**src/rtl/drg_pkg.sv**
```systemverilog
package drg_pkg;
  localparam int CTRL_W  = 32;
  localparam int SEL_LSB = 0;
  localparam int SEL_W   = 5;
  localparam int OIE_BIT = 8;
  localparam int EN_BIT  = 16;
  localparam int POL_LSB = 17;
  localparam int CNT_LSB = 19;
  localparam int CNT_W   = 5;

  typedef enum logic [1:0] {
    EDGE_NONE = 2'b00,
    EDGE_RISE = 2'b01,
    EDGE_FALL = 2'b10,
    EDGE_BOTH = 2'b11
  } edge_mode_e;

  typedef struct packed {
    logic [CNT_W-1:0] cnt;
    edge_mode_e       mode;
    logic             en;
    logic             oie;
    logic [SEL_W-1:0] sel;
  } chan_cfg_t;
endpackage

```
**src/rtl/drg_cfg_reg.sv**
```systemverilog
module drg_cfg_reg
  import drg_pkg::*;
(
  input  logic              clk,
  input  logic              rst_n,
  input  logic              we,
  input  logic [CTRL_W-1:0] wdata,
  output chan_cfg_t         cfg,
  output logic [CTRL_W-1:0] rdata
);
  chan_cfg_t nxt;

  always_comb begin
    nxt      = cfg;
    nxt.sel  = wdata[SEL_LSB +: SEL_W];
    nxt.oie  = wdata[OIE_BIT];
    nxt.en   = wdata[EN_BIT];
    nxt.mode = edge_mode_e'(wdata[POL_LSB +: 2]);
    // count is frozen while the channel is running
    if (!cfg.en) nxt.cnt = wdata[CNT_LSB +: CNT_W];
  end

  always_ff @(posedge clk or negedge rst_n) begin
    if (!rst_n) cfg <= '0;
    else if (we) cfg <= nxt;
  end

  always_comb begin
    rdata                    = '0;
    rdata[SEL_LSB +: SEL_W]  = cfg.sel;
    rdata[OIE_BIT]           = cfg.oie;
    rdata[EN_BIT]            = cfg.en;
    rdata[POL_LSB +: 2]      = cfg.mode;
    rdata[CNT_LSB +: CNT_W]  = cfg.cnt;
  end
endmodule

```
**src/rtl/drg_edge_det.sv**
```systemverilog
module drg_edge_det
  import drg_pkg::*;
#(
  parameter int NUM_TRIG = 32,
  parameter int STAGES   = 2
) (
  input  logic                clk,
  input  logic                rst_n,
  input  logic [NUM_TRIG-1:0] trig_in,
  input  logic [SEL_W-1:0]    sel,
  input  edge_mode_e          mode,
  output logic                evt
);
  logic              pick;
  logic [STAGES-1:0] sync_q;
  logic              prev_q;
  logic              cur;

  always_comb begin
    pick = 1'b0;
    for (int i = 0; i < NUM_TRIG; i++)
      if (sel == SEL_W'(i)) pick = trig_in[i];
  end

  generate
    if (STAGES == 1) begin : g_one
      always_ff @(posedge clk or negedge rst_n)
        if (!rst_n) sync_q <= '0;
        else        sync_q <= pick;
    end else begin : g_chain
      always_ff @(posedge clk or negedge rst_n)
        if (!rst_n) sync_q <= '0;
        else        sync_q <= {sync_q[STAGES-2:0], pick};
    end
  endgenerate

  assign cur = sync_q[STAGES-1];

  always_ff @(posedge clk or negedge rst_n)
    if (!rst_n) prev_q <= 1'b0;
    else        prev_q <= cur;

  always_comb begin
    unique case (mode)
      EDGE_RISE: evt = cur & ~prev_q;
      EDGE_FALL: evt = ~cur & prev_q;
      EDGE_BOTH: evt = cur ^ prev_q;
      default:   evt = 1'b0;
    endcase
  end
endmodule

```
**src/rtl/drg_burst_ctl.sv**
```systemverilog
module drg_burst_ctl
  import drg_pkg::*;
(
  input  logic             clk,
  input  logic             rst_n,
  input  logic             en,
  input  logic             oie,
  input  logic [CNT_W-1:0] cnt,
  input  logic             evt,
  input  logic             ovr_clr,
  input  logic             req_ready,
  output logic             req_valid,
  output logic             ovr_flag,
  output logic             irq
);
  logic             busy_q;
  logic [CNT_W-1:0] left_q;
  logic             xfer;

  assign req_valid = busy_q & en;
  assign xfer      = req_valid & req_ready;

  always_ff @(posedge clk or negedge rst_n) begin
    if (!rst_n) begin
      busy_q <= 1'b0;
      left_q <= '0;
    end else if (!en) begin
      busy_q <= 1'b0;
      left_q <= '0;
    end else if (!busy_q) begin
      if (evt) begin
        busy_q <= 1'b1;
        left_q <= cnt;
      end
    end else if (xfer) begin
      if (left_q == '0) busy_q <= 1'b0;
      else              left_q <= left_q - 1'b1;
    end
  end

  always_ff @(posedge clk or negedge rst_n) begin
    if (!rst_n)                  ovr_flag <= 1'b0;
    else if (evt && busy_q && en) ovr_flag <= 1'b1;
    else if (ovr_clr)            ovr_flag <= 1'b0;
  end

  assign irq = ovr_flag & oie;
endmodule

```
**src/rtl/dma_burst_trigger_gen.sv**
```systemverilog
module dma_burst_trigger_gen
  import drg_pkg::*;
#(
  parameter int NUM_TRIG    = 32,
  parameter int SYNC_STAGES = 2
) (
  input  logic                clk,
  input  logic                rst_n,
  input  logic                cfg_we,
  input  logic [CTRL_W-1:0]   cfg_wdata,
  output logic [CTRL_W-1:0]   cfg_rdata,
  input  logic                ovr_clr,
  input  logic [NUM_TRIG-1:0] trig_in,
  output logic                req_valid,
  input  logic                req_ready,
  output logic                ovr_flag,
  output logic                irq
);
  chan_cfg_t cfg;
  logic      evt;

  drg_cfg_reg u_cfg (
    .clk   (clk),
    .rst_n (rst_n),
    .we    (cfg_we),
    .wdata (cfg_wdata),
    .cfg   (cfg),
    .rdata (cfg_rdata)
  );

  drg_edge_det #(.NUM_TRIG(NUM_TRIG), .STAGES(SYNC_STAGES)) u_edge (
    .clk     (clk),
    .rst_n   (rst_n),
    .trig_in (trig_in),
    .sel     (cfg.sel),
    .mode    (cfg.mode),
    .evt     (evt)
  );

  drg_burst_ctl u_burst (
    .clk       (clk),
    .rst_n     (rst_n),
    .en        (cfg.en),
    .oie       (cfg.oie),
    .cnt       (cfg.cnt),
    .evt       (evt),
    .ovr_clr   (ovr_clr),
    .req_ready (req_ready),
    .req_valid (req_valid),
    .ovr_flag  (ovr_flag),
    .irq       (irq)
  );
endmodule

```
**config.mk**
```make
export PLATFORM = sky130hd
export DESIGN_NAME = dma_burst_trigger_gen
export DESIGN_NICKNAME = d
export VERILOG_FILES = /design/src/rtl/drg_pkg.sv /design/src/rtl/drg_cfg_reg.sv /design/src/rtl/drg_edge_det.sv /design/src/rtl/drg_burst_ctl.sv /design/src/rtl/dma_burst_trigger_gen.sv
export SDC_FILE = /design/constraint.sdc
export NUM_CORES = 1
export LEC_CHECK = 0
export BUFFER_PORTS_ARGS = -buffer_cell sky130_fd_sc_hd__buf_2
export CORE_UTILIZATION = 47
export DETAILED_ROUTE_END_ITERATION = 8
export GPL_ROUTABILITY_DRIVEN = 0
export PLACE_DENSITY = 0.91
export SYNTH_ARGS = -nofsm -noshare
export SYNTH_HDL_FRONTEND = slang
export SYNTH_SLANG_ARGS = --single-unit
```
**constraint.sdc**
```tcl
create_clock -name clk -period 3.2 [get_ports clk]
set_clock_uncertainty 0.1 [all_clocks]
set_input_delay 0.48 -clock clk [delete_from_list [all_inputs] [get_ports clk]]
set_output_delay 0.48 -clock clk [all_outputs]
set_load 0.01 [all_outputs]
```
# --- Yosys cells after proc, flatten, opt, wreduce, memory -nomap -nowiden ---
# Cells that the tools add are included.
# Widths: inputs -> output; s select.
totals:
  register_bits: 24
  output_inout_bits: 35
classes:
  eq_ne: 37
  bitwise: 9
  addsub: 1
  mux: 45
  reduce_logical: 7
ops:
  columns: ["operator", "n"]
  rows:
  - ["$eq 5x5->1 const B", 16]
  - ["$eq 5x4->1 const B", 8]
  - ["$mux 1", 39]
  - ["$mux 5", 5]
  - ["$eq 5x3->1 const B", 4]
  - ["$eq 5x2->1 const B", 2]
  - ["$logic_not 5->1", 2]
  - ["$ne 3x3->1 const B", 2]
  - ["$and 1x1->1", 5]
  - ["$eq 5x1->1 const B", 1]
  - ["$sub 5x1->5 const B", 1]
  - ["$eq 2x2->1 const B", 2]
  - ["$ne 3x1->1 const B", 1]
  - ["$not 1->1", 3]
  - ["$pmux 1 s3", 1]
  - ["$reduce_and 3->1", 1]
  - ["$eq 2x1->1 const B", 1]
  - ["$logic_and 1x1->1", 2]
  - ["$reduce_and 2->1", 1]
  - ["$reduce_bool 2->1", 1]
  - ["$xor 1x1->1", 1]

# --- Depth between registers and ports, before layout ---
depth:
  word_depth: 33
  mapped_depth: 7
  depth_no_buf: 7

# --- By module ---
# Synthesis repeated with hierarchy kept, for this count alone.
unflattened:
  cells_unflattened: 205
  area_unflattened_um2: 1949.4
modules_own_cells:
  columns: ["module", "instances", "area_each_um2", "cells_per_inst"]
  rows:
  - ["drg_cfg_reg", 1, 777.0, 63]
  - ["drg_edge_det", 1, 708.2, 93]
  - ["drg_burst_ctl", 1, 464.2, 49]

# --- Worst setup path before layout ---
# No wires, ideal clock.
synth_timing:
  path_type: "register -> register"
  from: "register u_burst.left_q[0]"
  to: "register u_burst.left_q[3]"
  setup_slack_ns: 1.358
  stages_incl_launch_ff: 8
  arrival_ns: 1.616
  setup_ns: 0.126
  period_less_slack_ns: 1.842
  path_buffers: 0
  cell_sequence: "dfrtp_1 inv_1 ha_1 nor4b_1 o21a_1 a31oi_2 nor2_1 a221o_1"
synth_via:
  elab_chain_cells: 5
synth_rtl:
  columns: ["element", "line", "text"]
  rows:
  - ["from (decl)", "drg_burst_ctl.sv:17", "logic [CNT_W-1:0] left_q;"]
  - ["from (signal assigned)", "drg_burst_ctl.sv:33", "left_q <= cnt;"]
  - ["from (signal assigned)", "drg_burst_ctl.sv:37", "else left_q <= left_q - 1'b1;"]
  - ["$sub 5x1->5", "drg_burst_ctl.sv:37", null]
  - ["$mux 5", "drg_burst_ctl.sv:36", "if (left_q == '0) busy_q <= 1'b0;"]
  - ["$mux 5", "drg_burst_ctl.sv:35", "end else if (xfer) begin"]
  - ["$mux 5", "drg_burst_ctl.sv:30", "end else if (!busy_q) begin"]
  - ["$mux 5", "drg_burst_ctl.sv:27", "end else if (!en) begin"]
# Parallel ways exist; a longest one is shown, timed or not. The select of a mux whose other input is x is not followed.
# A chain may end at the register's enable or synchronous reset.

# --- Final worst setup path ---
layout_timing:
  from: "register u_cfg.cfg[0] (netlist name)"
  to: "register u_edge.sync_q[0]"
layout_via:
  elab_chain_cells: 33
layout_rtl:
  columns: ["element", "line", "text"]
  rows:
  - ["$logic_not 5->1", "drg_edge_det.sv:22", "if (sel == SEL_W'(i)) pick = trig_in[i];"]
  - ["$mux 1 (31 in a row)", "drg_edge_det.sv:22", null]
  - ["$mux 1 (*)", "drg_edge_det.sv:22", null]
  - ["via u_edge.pick", "drg_edge_det.sv:14", "logic pick;"]
  - ["to (signal assigned)", "drg_edge_det.sv:33", "else sync_q <= {sync_q[STAGES-2:0], pick};"]
  - ["to (decl)", "drg_edge_det.sv:15", "logic [STAGES-1:0] sync_q;"]
# Mark *: on every way through the listed nets, which the timed path passes. The rest lies on a longest branch.

==> impl_results.md <==
- Run status: finished clean
- TritonCTS clock tree: built
- Global Route Usage Sum: 0.1940
- Crit path launch type: flop
- Initial antenna violation count: 0
- Post-cts resize count: 0
- Fin Setup TNS: 0 ns
- Clk Latency, worst-skew pair: 0.32 ns
- Final period util: 0.6691
- Fin util: 0.5930
- Post-CTS Hold Buffers: 0
- Worst Tran Pin Value: 0.5836 ns
- Tmin final: 2.141 ns
- Pins Over Slew Limit: 0
- DR DRC count: 0
- Number of vias per cell: 5.214
- CP max FO: 19
- Worst-path clk slew: 0.13 ns
- Critical Path RT: 3.32 ns
- Layout cell share with drive strength beyond 1: 0.3724
- Htree depth: 1
- Power Dens Cells: 479.9 nW/um^2
- Critical Path AT: 2.26 ns
- Flop and latch count out of synthesis: 24
- Switching part of the total: 0.3367
- DIE AREA: 3876 sq um
- Horiz. Die Dim: 62.26 microns
- Internal: 0.0006448 W
- # diodes: 0
- Multi-input logic area: 927.1 sq um
- Setup crit end kind: flop
- DP HPWL: 2.795 mm
- Grt total ovfl: 0
- Syn_area_per_cell: 9.534 sq um
- Routed vias: 1486
- Number of global-route vias before repair: 1382
- Post-synth top flop: dfrtp_1
- DP Cell Count: 281
- First-pass GRT wire length: 6.120 mm
- Core box area: 3416 sq um
- Sequential Area: 600.6 sq um
- Leak pwr: 0.9898 nW
- Max-cap violations: 0
- YS warnings: 0
- Final hold violations: 0
- Final wirelength: 3.570 mm
- Setup-failing EPs final: 0
- Cell Rows: 21
- Post-synth ARST share: 1.000
- Post-synthesis cell count: 179
- CTS buffer count: 3
- Sequential area share after synthesis: 0.3519
- Final std cells w/o fill: 285
- Clock Power Share: 0.223
- Routed WL per cell: 12.53 microns
- RSZ-0062 raised after global routing: no
- Yosys cell types: 50
- Initial core utilization: 0.4996
- Max VDD drop: 0.0003494 V
- Gate power share: 0.345
- ANT nets after route: 0
- Hold crit path type: input pin to asynchronous set/reset pin
- Drt pass-1 iters: 4
- Slew margin rel.: 0.6109
- WS Path Type: flop to flop
- Area grow syn2layout: 18.69%
- Initial DRC count: 32
- Die height: 62.26 microns
- Clk root buf: clkbuf_4
- Switching pwr: 0.0003273 W
- Io pins: 104
- Setup Fix Bufs, Post-CTS: 0
- Synthesized area: 1707 sq um
- Port bufs: 67
- Fill cells: 320
- Fin nets: 313
- CTS Sinks: 24
- Pin count of the biggest net entering global routing: 25
- Post-synth EDFFs: 0
- Highest Clock Rate: 467.0 MHz
- Clock Path Buffers: 2
- Sequential Power Share: 0.432
## critical path, cell delays in order (launching register included)
cell and delay, ns:
dfrtp_1 0.73, mux4_2 0.59, nor3b_2 0.22, a311oi_1 0.09
and4b_1 0.27, nor3_2 0.05
## metrics by stage
stage	instance area [sq um]	power [W]	setup slack [ns]	hold slack (ns)
finish	2026	0.0009720	1.059	0.009917
global route	2026	0.001043	0.9281	0.03660
CTS	2026	0.0009803	1.052	0.02417
detailed placement	1973	0.0007587	1.075	0.2373
global placement	1973	0.0007470	1.100	0.2347
floorplan	1770	0.0006695	1.358	0.08441
## synthesized netlist by cell type (all sizes together) (4+ instances only)
cell type,count,area [sq um]
nor2,5,18.77
inv,10,37.54
dfrtp,24,600.6
nand3,6,30.03
a21oi,7,35.03
nor2b,8,50.05
nand2,10,37.54
mux2,12,135.1
mux2i,5,50.05
ha,4,50.05
buf,26,186.4
o21ai,9,45.04
## final timing paths
kind | startpoint | endpoint | slack, ns | cells after the start
max reg2reg | u_cfg.cfg[0]$_DFFE_PN0P_ | u_edge.sync_q[0]$_DFF_PN0_ | 1.06 | 5
max | u_cfg.cfg[0]$_DFFE_PN0P_ | u_edge.sync_q[0]$_DFF_PN0_ | 1.06 | 5
max in group asynchronous | rst_n | u_edge.sync_q[1]$_DFF_PN0_ | 2.64 | 1
min | rst_n | u_burst.left_q[1]$_DFFE_PN0P_ | 0.01 | 1
min reg2reg | u_edge.sync_q[0]$_DFF_PN0_ | u_edge.sync_q[1]$_DFF_PN0_ | 0.26 | 0
min in group clk | ovr_clr | u_burst.ovr_flag$_DFFE_PN0P_ | 0.26 | 2
## routing by layer
layer / wire (microns) / vias up / part of all wire / global-route usage
met1: 1615 / 702 / 0.45 / 0.2556
met5: 0 / - / 0 / 0
met2: 1784 / 50 / 0.50 / 0.3365
met4: 26 / 0 / 0.0073 / 0.05233
met3: 143 / 5 / 0.040 / 0.02206
li1: - / 729 / - / -
## sequential cells by signal, indices dropped and copies added (netlist names)
register and flops:
u_edge.sync_q 2, u_edge.prev_q 1, u_burst.ovr_flag 1, u_cfg.cfg 14
u_burst.left_q 5, u_burst.busy_q 1
## placed cells by master (no fill, tap or decap), drive strengths merged, types with 2 or more instances in the layout
cell type  instances
a21oi              7
nand2             10
nand3              6
o22ai              3
a21o               2
a31oi              3
nor2b              8
inv               10
clkbuf             3
o21ai              9
mux2i              5
nand3b             3
o2bb2ai            2
mux2              12
o221ai             2
conb              18
clkinv             2
nor4b              2
buf               68
o21a               2
nor3               3
o31ai              2
nor2               5
a311oi             2
o22a               2
dfrtp             24
and2               2
and3               2
ha                 4
mux4               2
## logic make-up after synthesis
logic type	share of synthesized area
flops	0.3519
simple gates	0.1591
buf+inv	0.1422
fa+ha+maj	0.02933
mux	0.1371
compound gates	0.1782
other cells	0.002197
## power groups by stage
stage / clock, W / combinational, W / sequential, W
after CTS: 0.000225 / 0.000335 / 0.000419
after global placement: 0 / 0.000326 / 0.000421
after detailed placement: 0 / 0.000333 / 0.000426
final: 0.000217 / 0.000335 / 0.000420
after global routing: 0.000240 / 0.000373 / 0.000430
after floorplan: 0 / 0.000264 / 0.000405
## area by class of cell
class	instances	area share
repair buffers	68	0.1692
multi-input cells	131	0.4577
clock inverters	1	0.01482
well taps	46	0.02841
clock buffers	3	0.01112
flip-flops and latches	24	0.2965
inverters	12	0.02224
No activity file was read; power rests on OpenSTA's default activity.
